`config.mk`:
```
export PLATFORM = sky130hd
export DESIGN_NAME = dir_home_ctrl
export DESIGN_NICKNAME = d
export VERILOG_FILES = /design/src/rtl/dir_pkg.sv /design/src/rtl/dir_low_pick.sv /design/src/rtl/dir_entry_table.sv /design/src/rtl/dir_word_mem.sv /design/src/rtl/dir_home_ctrl.sv
export SDC_FILE = /design/constraint.sdc
export NUM_CORES = 1
export LEC_CHECK = 0
export ABC_AREA = 1
export BUFFER_PORTS_ARGS = -buffer_cell sky130_fd_sc_hd__clkbuf_2
export CORE_UTILIZATION = 29
export DETAILED_ROUTE_END_ITERATION = 12
export PLACE_DENSITY = 0.48
export SYNTH_ARGS = -nofsm -noshare
export SYNTH_HDL_FRONTEND = slang
export SYNTH_HIERARCHICAL = 1
export SYNTH_SLANG_ARGS = --single-unit
```
`constraint.sdc`:
```
create_clock -name clk -period 8.5 [get_ports clk]
set_clock_uncertainty 0.1 [all_clocks]
set_input_delay 0.425 -clock clk [delete_from_list [all_inputs] [get_ports clk]]
set_output_delay 0.425 -clock clk [all_outputs]
set_load 0.05 [all_outputs]
```
`src/rtl/dir_pkg.sv`:
```
package dir_pkg;

    typedef enum logic [1:0] {
        DIR_UNCACHED = 2'd0,
        DIR_SHARED   = 2'd1,
        DIR_EXCL     = 2'd2
    } dir_state_e;

    typedef enum logic [2:0] {
        MSG_NONE      = 3'd0,
        MSG_FETCH     = 3'd2,
        MSG_FETCH_INV = 3'd3,
        MSG_INVAL     = 3'd4,
        MSG_REPLY     = 3'd5
    } msg_kind_e;

    typedef enum logic [1:0] {
        CT_IDLE    = 2'd0,
        CT_INVAL   = 2'd1,
        CT_WAIT_WB = 2'd2,
        CT_REPLY   = 2'd3
    } ctl_state_e;

endpackage

```
`src/rtl/dir_low_pick.sv`:
```
module dir_low_pick #(
    parameter int W = 3,
    localparam int IDX_W = (W > 1) ? $clog2(W) : 1
) (
    input  logic [W-1:0]     mask,
    output logic [W-1:0]     onehot,
    output logic [IDX_W-1:0] idx
);

    logic [W:0] seen;

    assign seen[0] = 1'b0;

    for (genvar g = 0; g < W; g++) begin : g_chain
        assign onehot[g]  = mask[g] & ~seen[g];
        assign seen[g+1]  = seen[g] | mask[g];
    end

    always_comb begin
        idx = '0;
        for (int i = 0; i < W; i++) begin
            if (onehot[i]) idx = IDX_W'(i);
        end
    end

endmodule

```
`src/rtl/dir_entry_table.sv`:
```
module dir_entry_table
    import dir_pkg::*;
#(
    parameter int NUM_BLOCKS = 4,
    parameter int NUM_NODES  = 3,
    localparam int ADDR_W = (NUM_BLOCKS > 1) ? $clog2(NUM_BLOCKS) : 1
) (
    input  logic                 clk,
    input  logic                 rst_n,
    input  logic [ADDR_W-1:0]    rd_addr,
    output dir_state_e           rd_state,
    output logic [NUM_NODES-1:0] rd_sharers,
    input  logic                 wr_en,
    input  logic [ADDR_W-1:0]    wr_addr,
    input  dir_state_e           wr_state,
    input  logic [NUM_NODES-1:0] wr_sharers
);

    dir_state_e           st_d [NUM_BLOCKS];
    dir_state_e           st_q [NUM_BLOCKS];
    logic [NUM_NODES-1:0] sh_d [NUM_BLOCKS];
    logic [NUM_NODES-1:0] sh_q [NUM_BLOCKS];

    always_comb begin
        for (int b = 0; b < NUM_BLOCKS; b++) begin
            st_d[b] = st_q[b];
            sh_d[b] = sh_q[b];
            if (wr_en && wr_addr == ADDR_W'(b)) begin
                st_d[b] = wr_state;
                sh_d[b] = wr_sharers;
            end
        end
    end

    always_ff @(posedge clk) begin
        for (int b = 0; b < NUM_BLOCKS; b++) begin
            if (!rst_n) begin
                st_q[b] <= DIR_UNCACHED;
                sh_q[b] <= '0;
            end else begin
                st_q[b] <= st_d[b];
                sh_q[b] <= sh_d[b];
            end
        end
    end

    assign rd_state   = st_q[rd_addr];
    assign rd_sharers = sh_q[rd_addr];

endmodule

```
`src/rtl/dir_word_mem.sv`:
```
module dir_word_mem #(
    parameter int NUM_BLOCKS = 4,
    parameter int DATA_W     = 32,
    localparam int ADDR_W = (NUM_BLOCKS > 1) ? $clog2(NUM_BLOCKS) : 1
) (
    input  logic              clk,
    input  logic              rst_n,
    input  logic [ADDR_W-1:0] rd_addr,
    output logic [DATA_W-1:0] rd_data,
    input  logic              wr_en,
    input  logic [ADDR_W-1:0] wr_addr,
    input  logic [DATA_W-1:0] wr_data
);

    logic [DATA_W-1:0] word_d [NUM_BLOCKS];
    logic [DATA_W-1:0] word_q [NUM_BLOCKS];

    always_comb begin
        for (int b = 0; b < NUM_BLOCKS; b++) begin
            word_d[b] = word_q[b];
            if (wr_en && wr_addr == ADDR_W'(b)) word_d[b] = wr_data;
        end
    end

    always_ff @(posedge clk) begin
        for (int b = 0; b < NUM_BLOCKS; b++) begin
            if (!rst_n) word_q[b] <= '0;
            else        word_q[b] <= word_d[b];
        end
    end

    assign rd_data = word_q[rd_addr];

endmodule

```
`src/rtl/dir_home_ctrl.sv`:
```
module dir_home_ctrl
    import dir_pkg::*;
#(
    parameter int NUM_NODES  = 3,
    parameter int NUM_BLOCKS = 4,
    parameter int DATA_W     = 32,
    parameter int HOME_ID    = 0,
    localparam int NODE_W = (NUM_NODES > 1) ? $clog2(NUM_NODES) : 1,
    localparam int ADDR_W = (NUM_BLOCKS > 1) ? $clog2(NUM_BLOCKS) : 1
) (
    input  logic              clk,
    input  logic              rst_n,
    input  logic              req_valid,
    input  logic              req_write,
    input  logic [NODE_W-1:0] req_src,
    input  logic [ADDR_W-1:0] req_addr,
    output logic              busy,
    input  logic              wb_valid,
    input  logic [NODE_W-1:0] wb_src,
    input  logic [ADDR_W-1:0] wb_addr,
    input  logic [DATA_W-1:0] wb_data,
    output logic              msg_valid,
    output logic [2:0]        msg_kind,
    output logic [NODE_W-1:0] msg_dst,
    output logic [DATA_W-1:0] msg_payload,
    output logic              msg_has_data,
    output logic              msg_local
);

    localparam logic [NODE_W:0]   NODE_LIMIT = (NODE_W+1)'(NUM_NODES);
    localparam logic [NODE_W-1:0] HOME_NODE  = NODE_W'(HOME_ID);

    typedef struct packed {
        ctl_state_e           st;
        logic [ADDR_W-1:0]    addr;
        logic [NODE_W-1:0]    src;
        logic                 wr;
        logic [NUM_NODES-1:0] pend;
        logic [NODE_W-1:0]    owner;
        logic                 mv;
        msg_kind_e            mk;
        logic [NODE_W-1:0]    md;
        logic [DATA_W-1:0]    mp;
        logic                 mh;
        logic                 ml;
    } ctl_t;

    ctl_t cd, cq;

    // directory and memory ports
    logic [ADDR_W-1:0]    look_addr;
    dir_state_e           ent_st;
    logic [NUM_NODES-1:0] ent_sh;
    logic                 dir_we;
    dir_state_e           dir_wst;
    logic [NUM_NODES-1:0] dir_wsh;
    logic [DATA_W-1:0]    mem_rd;
    logic                 mem_we;

    // pickers
    logic [NUM_NODES-1:0] owner_oh;
    logic [NODE_W-1:0]    owner_idx;
    logic [NUM_NODES-1:0] pick_in;
    logic [NUM_NODES-1:0] pick_oh;
    logic [NODE_W-1:0]    pick_idx;

    logic [NUM_NODES-1:0] req_bit;
    logic [NUM_NODES-1:0] idle_mask;
    logic                 accept;
    logic                 wb_hit;

    assign look_addr = (cq.st == CT_IDLE) ? req_addr : cq.addr;
    assign req_bit   = NUM_NODES'(1) << req_src;
    assign idle_mask = ent_sh & ~req_bit;
    assign pick_in   = (cq.st == CT_IDLE) ? idle_mask : cq.pend;
    assign accept    = (cq.st == CT_IDLE) && req_valid && ({1'b0, req_src} < NODE_LIMIT);
    assign wb_hit    = (cq.st == CT_WAIT_WB) && wb_valid &&
                       (wb_src == cq.owner) && (wb_addr == cq.addr);

    dir_entry_table #(
        .NUM_BLOCKS (NUM_BLOCKS),
        .NUM_NODES  (NUM_NODES)
    ) table_i (
        .clk        (clk),
        .rst_n      (rst_n),
        .rd_addr    (look_addr),
        .rd_state   (ent_st),
        .rd_sharers (ent_sh),
        .wr_en      (dir_we),
        .wr_addr    (look_addr),
        .wr_state   (dir_wst),
        .wr_sharers (dir_wsh)
    );

    dir_word_mem #(
        .NUM_BLOCKS (NUM_BLOCKS),
        .DATA_W     (DATA_W)
    ) mem_i (
        .clk     (clk),
        .rst_n   (rst_n),
        .rd_addr (look_addr),
        .rd_data (mem_rd),
        .wr_en   (mem_we),
        .wr_addr (cq.addr),
        .wr_data (wb_data)
    );

    dir_low_pick #(.W(NUM_NODES)) owner_pick_i (
        .mask   (ent_sh),
        .onehot (owner_oh),
        .idx    (owner_idx)
    );

    dir_low_pick #(.W(NUM_NODES)) inval_pick_i (
        .mask   (pick_in),
        .onehot (pick_oh),
        .idx    (pick_idx)
    );

    // next-state logic
    logic                 emit;
    msg_kind_e            e_kind;
    logic [NODE_W-1:0]    e_dst;
    logic [DATA_W-1:0]    e_pay;
    logic                 e_hasd;
    logic                 do_reply;
    logic [NODE_W-1:0]    rep_src;
    logic                 rep_wr;
    logic [NUM_NODES-1:0] rep_bit;
    logic [NUM_NODES-1:0] rest;

    always_comb begin
        cd       = cq;
        emit     = 1'b0;
        e_kind   = MSG_NONE;
        e_dst    = '0;
        e_pay    = '0;
        e_hasd   = 1'b0;
        dir_we   = 1'b0;
        dir_wst  = DIR_UNCACHED;
        dir_wsh  = '0;
        mem_we   = 1'b0;
        do_reply = 1'b0;
        rep_src  = cq.src;
        rep_wr   = cq.wr;
        rep_bit  = '0;
        rest     = pick_in & ~pick_oh;

        unique case (cq.st)
            CT_IDLE: begin
                if (accept) begin
                    cd.addr  = req_addr;
                    cd.src   = req_src;
                    cd.wr    = req_write;
                    cd.owner = owner_idx;
                    if (ent_st == DIR_EXCL && (owner_oh & req_bit) == '0) begin
                        emit   = 1'b1;
                        e_kind = req_write ? MSG_FETCH_INV : MSG_FETCH;
                        e_dst  = owner_idx;
                        e_pay  = DATA_W'(req_addr);
                        cd.st  = CT_WAIT_WB;
                    end else if (req_write && ent_st == DIR_SHARED && |idle_mask) begin
                        emit    = 1'b1;
                        e_kind  = MSG_INVAL;
                        e_dst   = pick_idx;
                        e_pay   = DATA_W'(req_addr);
                        cd.pend = rest;
                        cd.st   = (|rest) ? CT_INVAL : CT_REPLY;
                    end else begin
                        do_reply = 1'b1;
                        rep_src  = req_src;
                        rep_wr   = req_write;
                    end
                end
            end
            CT_INVAL: begin
                emit    = 1'b1;
                e_kind  = MSG_INVAL;
                e_dst   = pick_idx;
                e_pay   = DATA_W'(cq.addr);
                cd.pend = rest;
                cd.st   = (|rest) ? CT_INVAL : CT_REPLY;
            end
            CT_WAIT_WB: begin
                if (wb_hit) begin
                    mem_we = 1'b1;
                    cd.st  = CT_REPLY;
                end
            end
            CT_REPLY: begin
                do_reply = 1'b1;
                cd.st    = CT_IDLE;
            end
            default: cd.st = CT_IDLE;
        endcase

        if (do_reply) begin
            rep_bit = NUM_NODES'(1) << rep_src;
            emit    = 1'b1;
            e_kind  = MSG_REPLY;
            e_dst   = rep_src;
            e_pay   = mem_rd;
            e_hasd  = 1'b1;
            dir_we  = 1'b1;
            dir_wst = rep_wr ? DIR_EXCL : DIR_SHARED;
            dir_wsh = rep_wr ? rep_bit : (ent_sh | rep_bit);
        end

        cd.mv = emit;
        cd.mk = e_kind;
        cd.md = e_dst;
        cd.mp = e_pay;
        cd.mh = e_hasd;
        cd.ml = emit && (e_dst == HOME_NODE);
    end

    always_ff @(posedge clk) begin
        if (!rst_n) cq <= '0;
        else        cq <= cd;
    end

    assign busy         = (cq.st != CT_IDLE);
    assign msg_valid    = cq.mv;
    assign msg_kind     = cq.mk;
    assign msg_dst      = cq.md;
    assign msg_payload  = cq.mp;
    assign msg_has_data = cq.mh;
    assign msg_local    = cq.ml;

endmodule

```
==> results of run 1 <==
layout by cell type, fill, tap and decap left out, drive strengths merged, types with 3 or more instances in the layout:
cell type and count:
inv 262, bufinv 3, nand4 7, a21oi 24
nand2 272, nor2 201, buf 4, clkinv 4
edfxtp 148, clkbuf 102, ha 5, nand3 90
dfxtp 52, o21ai 16
Yosys cell counts, drive strengths merged:
master	count
ha	5
a21oi	24
o21ai	16
nand4	7
clkbuf	13
edfxtp	148
buf	74
o31ai	1
inv	254
o211a	2
nor2	201
o22ai	2
nand3	90
nor3	1
o21bai	1
dfxtp	52
a31oi	1
nand2	272
worst min-delay path, delay by kind of cell:
family / cells / cell delay [ps]
AOI/OAI and AO/OA: 1 / 60
buffers and inverters: 2 / 200
through the flow:
step	util [%]	hold WS (ps)	area, µm²
2_1_floorplan	-	340	9850
3_3_place_gp	30.7	355	10300
3_5_place_dp	30.7	355	10300
4_1_cts	32.7	168	10900
5_1_grt	32.7	183	10900
6_report	32.7	194	10900
logic make-up after synthesis:
family                     Yosys count  share of synthesized area (%)
AOI/OAI and AO/OA                   47                           2.69
adders and majority gates            5                          0.635
buffers and inverters              341                           16.0
DFF                                200                           55.7
and+or+nand+nor                    571                           24.9
cell type report:
class | count | area (µm²)
Fill cell | 3543 | 22500
Inverter | 254 | 953
Clock buffer | 17 | 425
Timing Repair Buffer | 89 | 455
Tap cell | 448 | 561
Sequential cell | 200 | 5490
Multi-Input combinational cell | 623 | 2820
Clock inverter | 15 | 228
power groups by stage:
| stage | registers [W] | logic (W) | clock network [W] |
|---|---|---|---|
| 2_1_floorplan | 0.00118 | 0.000912 | 0 |
| 3_3_place_gp | 0.00117 | 0.00116 | 0 |
| 3_5_place_dp | 0.00117 | 0.00116 | 0 |
| 4_1_cts | 0.00115 | 0.00116 | 0.000919 |
| 5_1_grt | 0.00116 | 0.00128 | 0.000956 |
| 6_report | 0.00115 | 0.00114 | 0.000893 |
registers in the layout, summed over array words and instances (netlist names), 2 cells and up:
| signal | flops |
|---|---|
| cq | 12 |
| mem_i/word_q | 128 |
| msg_dst | 2 |
| msg_kind | 3 |
| msg_payload | 32 |
| table_i/sh_q | 12 |
| table_i/st_q | 8 |
worst max path at each step:
stage                     cells after the start                 from                               end  slack (ps)
final                                        21  cq[51]$_SDFFE_PN0P_         msg_payload[1]$_SDFF_PN0_        3760
after floorplan                              18  cq[50]$_SDFFE_PN0P_  table_i/sh_q[3][0]$_SDFFCE_PN0P_        4430
after global routing                         21  cq[51]$_SDFFE_PN0P_         msg_payload[0]$_SDFF_PN0_        3220
after detailed placement                     21  cq[51]$_SDFFE_PN0P_         msg_payload[1]$_SDFF_PN0_        3710
after CTS                                    21  cq[51]$_SDFFE_PN0P_         msg_payload[1]$_SDFF_PN0_        3690
after global placement                       21  cq[50]$_SDFFE_PN0P_         msg_payload[0]$_SDFF_PN0_        3860
routing by layer:
metal	vias up	share of wire (%)	routed length [µm]	global-route usage (%)
li1	3525	-	-	-
met1	3226	47	10800	18.5
met2	147	47	10700	22.6
met3	15	4.1	932	2.84
met4	0	1.5	347	3.93
met5	-	0	0	0
==> flow_metrics.py, run 1 <==
metrics = {
    "pwr": {
        "p_total_w": 0.00319,
        "p_comb_share_pct": 35.9,
        "sequentialPowerShare_pct": 36.1,
        "p_clk_share_pct": 28.0,
        "vdd_drop_max_mv": 0.178,
        "p_sw_w": 0.00129,
        "power.leakage_nw": 5.14,
        "swShare_pct": 40.5,
        "p_per_area_nw_per_um2": 292,
        "p_int_w": 0.00190,
    },
    "drt": {
        "drtPass1Iterations": 5,
        "via_count": 6913,
        "antenna_left": 0,
        "drtIter0Drc": 381,
        "routedWlPerCell_um": 13.8,
        "viasPerCell": 4.20,
        "wirelength_um": 22800,
        "drcViolationCount": 0,
    },
    "timing": {
        "slew_headroom_pct": 25.3,
        "period_share_pct": 55.7,
        "setup_violations": 0,
        "tightestPinTransition_ps": 1120,
        "hold_viol": 0,
        "fin_ws_ps": 3760,
        "rsz0062_at_grt": "false",
        "finalMaxSlewViolations": 0,
        "max_freq_mhz": 211,
        "setup-tns-final_ps": 0,
        "layout_min_cycle_time_ps": 4740,
    },
    "place": {
        "place_worst_setup_slack_ps": 3710,
        "numPortBuffers": 85,
        "dpl.hpwl_um": 13700,
        "place_congestion": 0.819,
        "dp_cells": 1614,
    },
    "synthesis": {
        "yosysUniqueCellTypes": 30,
        "synth_area_um2": 9850,
        "synth_seq_cells": 200,
        "syn_inst": 1164,
        "synth_top_area_share_pct": 45.1,
        "yosysSeqAreaShare_pct": 55.7,
        "avgSynthCellArea_um2": 8.46,
        "synthTopCellsByArea": "edfxtp_1 45%, dfxtp_1 11%, nand2_1 10%",
        "yosysWarnings": 6,
        "syn-num-nets": 1214,
        "synth_area_leader_cell": "edfxtp_1",
    },
    "cts": {
        "clock_path_buffers": 2,
        "post_cts_resized": 0,
        "cts_root_buffer": "clkbuf_16",
        "clkLatencyLatePin_ps": 440,
        "h-tree-depth": 4,
        "cts_setup_buffers": 0,
        "clk_pin_slew_ps": 80,
        "cts_made_buffers": 17,
        "cts_tree": "yes",
        "cts_sinks": 200,
        "hold_buffers": 0,
    },
    "floorplan": {
        "boundaryPins": 86,
        "die_h_um": 186,
        "initial_utilization_pct": 29.4,
        "fp.dieW_um": 186,
        "die_area_um2": 34700,
        "rows": 67,
        "core_area_um2": 33400,
    },
    "final_layout": {
        "n_antenna_cell": 0,
        "area_growth_pct": 10.9,
        "final_cells": 1646,
        "layout.nets": 1235,
        "layout-drive-gt1-share_pct": 15.5,
    },
    "setup_path": {
        "critPathKind": "flip-flop to flip-flop",
        "r2r_cells": 21,
        "arrival_ps": 5000,
        "path_delay_family": "simple AND/OR/NAND/NOR gates",
        "cpPeakStageDelay_ps": 760,
        "worst_path_max_delay_cell": "buf_4",
        "worstPathMaxFanout": 82,
        "start_kind": "flip-flop",
        "crit_buf_inv": 5,
        "crit_required_ps": 8760,
        "critPathCaptureType": "flip-flop",
        "r2r_setup_slack_ps": 3760,
        "r2r-end": "msg_payload[1]$_SDFF_PN0_",
        "cpMostUsedCell": "nand2_1",
        "r2r-start": "cq[51]$_SDFFE_PN0P_",
        "crit_chain": "inv_1 > ha_1 > nand2_1 > o21ai_4 > buf_4 > inv_2 > nand2_1 > nand3_1 > nand2_1 > inv_2 > nor2_1 > nand3_1 > nand2_1 > nor2_1 > nor2_2 > nand2_2 > a21oi_4 > nand2_2 > inv_2 > nand2_1 > o21ai_0",
    },
    "min_path": {
        "whs_endpoint": "cq[48]$_SDFFE_PN0P_",
        "holdPathStages": 3,
        "hp-class": "primary input to flip-flop",
        "hp-start": "req_addr[0]",
    },
    "status": {
        "outcome": "completed",
    },
    "grt": {
        "grt_max_degree": 83,
        "grtUsageTotal_pct": 13.9,
        "grt_overflow": 0,
        "grt_pass1_vias": 6600,
        "grt_pass1_wl_um": 36200,
        "antenna_found_initial": 0,
    },
    "run": {
        "maxCapViolCount": 0,
    },
}
Note: power is estimated with default switching activity, not from simulation.
==> run 2: changes to the inputs <==
Clock period 8.5 ns to 4.8 ns, I/O delays scaled along.
==> run 2 against run 1 <==
Against the previous run: fmax is 21% higher; critical path type unchanged; sequential power rose by 77%; worst hold slack lost 150 ps; largest power group unchanged; count of clock-buffer cells in the layout stayed put; die area unchanged.
==> flow_metrics.py, run 2 (same netlist as run 1, synthesis figures left out) <==
metrics = {
    "status": {
        "outcome": "completed",
    },
    "setup_path": {
        "critPathCaptureType": "flip-flop",
        "start_kind": "flip-flop",
        "worstPathMaxFanout": 21,
        "r2r_cells": 18,
        "arrival_ps": 4180,
        "crit_required_ps": 5080,
        "r2r-end": "msg_payload[23]$_SDFF_PN0_",
        "r2r_setup_slack_ps": 900,
        "critPathKind": "flip-flop to flip-flop",
        "r2r-start": "cq[50]$_SDFFE_PN0P_",
    },
    "timing": {
        "setup-tns-final_ps": 0,
        "max_freq_mhz": 256,
        "setup_violations": 0,
        "rsz0062_at_grt": "false",
        "tightestPinTransition_ps": 1030,
        "finalMaxSlewViolations": 0,
        "layout_min_cycle_time_ps": 3900,
        "hold_slack_ps": 47.8,
        "slew_headroom_pct": 31.4,
        "hold_viol": 0,
        "period_share_pct": 81.3,
    },
    "floorplan": {
        "boundaryPins": 86,
        "die_area_um2": 34700,
        "rows": 67,
        "die_h_um": 186,
        "core_area_um2": 33400,
        "fp.dieW_um": 186,
        "initial_utilization_pct": 29.4,
    },
    "final_layout": {
        "layout.nets": 1239,
        "final_common_cell": "nand2_1",
        "fin_util_pct": 32.6,
        "largest-register": "mem_i/word_q",
        "fillers": 3564,
        "area_growth_pct": 10.7,
        "n_antenna_cell": 0,
        "final_area_um2": 10900,
        "largest_reg_flops": 128,
        "layout-drive-gt1-share_pct": 15.6,
        "mostFrequentLayoutCells": "264 x nand2_1, 245 x inv_1, 164 x nor2_1",
    },
    "drt": {
        "antenna_left": 0,
        "routedWlPerCell_um": 14.0,
        "drcViolationCount": 0,
        "via_count": 6972,
        "drtIter0Drc": 399,
        "wirelength_um": 23100,
        "viasPerCell": 4.23,
        "drtPass1Iterations": 7,
    },
    "pwr": {
        "vdd_drop_max_mv": 0.308,
        "p_per_area_nw_per_um2": 504,
        "power.leakage_nw": 5.14,
    },
    "cts": {
        "clkLatencyLatePin_ps": 440,
        "clk_pin_slew_ps": 80,
        "h-tree-depth": 4,
        "cts_sinks": 200,
        "post_cts_resized": 0,
        "clock_path_buffers": 2,
        "cts_root_buffer": "clkbuf_16",
        "cts_tree": "yes",
        "cts_made_buffers": 17,
    },
    "place": {
        "place_congestion": 0.872,
        "dpl.hpwl_um": 14200,
        "placed_cell_area_um2": 10300,
        "numPortBuffers": 85,
    },
    "grt": {
        "grt_max_degree": 58,
        "antenna_found_initial": 0,
        "grtUsageTotal_pct": 14.1,
        "grt_pass1_vias": 6719,
        "grt_pass1_wl_um": 36900,
        "grt_overflow": 0,
    },
    "run": {
        "maxCapViolCount": 0,
    },
    "min_path": {
        "hp-start": "wb_data[1]",
        "hp-class": "primary input to flip-flop",
        "whs_endpoint": "mem_i/word_q[3][1]$_SDFFCE_PN0P_",
        "holdPathStages": 3,
    },
}
run 2: changes by cell type in the layout (fill, tap and decap cells not counted), sizes merged:
cell,delta
dlygate4sd3,+1
inv,-2
bufinv,-3
buf,+3
clkinv,+5
run 2: power breakdown:
| group | leakage, nW | internal (W) | switching, W |
|---|---|---|---|
| combinational | 2.90 | 0.000531 | 0.00150 |
| sequential | 1.95 | 0.00199 | 0.0000556 |
| clock | 0.288 | 0.000697 | 0.000718 |
| total | 5.14 | 0.00321 | 0.00228 |
run 2: cell type report:
class / instances / area (µm²) / area share [%]
timing repair buffer: 93 / 500 / 4.59
inverter: 254 / 953 / 8.75
clock inverter: 15 / 159 / 1.46
multi-input combinational: 623 / 2820 / 25.8
tap: 448 / 561 / 5.14
clock buffer: 17 / 425 / 3.90
sequential: 200 / 5490 / 50.3
run 2: how the worst max path moves through the flow:
stage / startpoint / to / slack [ps] / depth (start not counted)
finish: cq[50]$_SDFFE_PN0P_ / msg_payload[23]$_SDFF_PN0_ / 900 / 18
global route: cq[50]$_SDFFE_PN0P_ / msg_payload[16]$_SDFF_PN0_ / 560 / 18
CTS: cq[50]$_SDFFE_PN0P_ / msg_payload[26]$_SDFF_PN0_ / 910 / 18
detailed placement: cq[50]$_SDFFE_PN0P_ / msg_payload[23]$_SDFF_PN0_ / 910 / 18
global placement: cq[50]$_SDFFE_PN0P_ / msg_payload[23]$_SDFF_PN0_ / 1030 / 18
floorplan: cq[50]$_SDFFE_PN0P_ / table_i/sh_q[3][0]$_SDFFCE_PN0P_ / 730 / 18
run 2: repair_timing:
item                      in CTS  in global routing
hold buffers                   1                  0
hold endpoints to repair       1                  0
setup buffers                  0                  0
run 2: metrics by stage:
stage	cells	total power (W)	worst slack [ps]
floorplan	1164	0.00371	734
global placement	1617	0.00413	1030
detailed placement	1617	0.00414	914
CTS	1650	0.00557	907
global route	1650	0.00588	558
finish	1650	0.00549	898
run 2: worst max-delay path: stages, from the launching register on:
cell	delay [ps]
dfxtp_1	340
inv_1	130
ha_1	360
inv_2	180
nand2_1	130
o21ai_4	100
buf_4	250
nand3_1	120
nand2_1	140
nor2_1	250
nand3_1	110
nand2_1	90
nor2_1	70
nor2_2	90
nand2_2	100
a21oi_4	380
nand2_2	460
buf_12	330
nor2_2	80
run 2: layer usage:
metal	wire length (µm)	track usage [%]	part of all wire, %	vias to the layer above
li1	-	-	-	3535
met2	11000	23.7	48	117
met5	0	0	0	-
met3	749	2.39	3.2	15
met1	11100	18.5	48	3305
met4	250	4.23	1.1	0
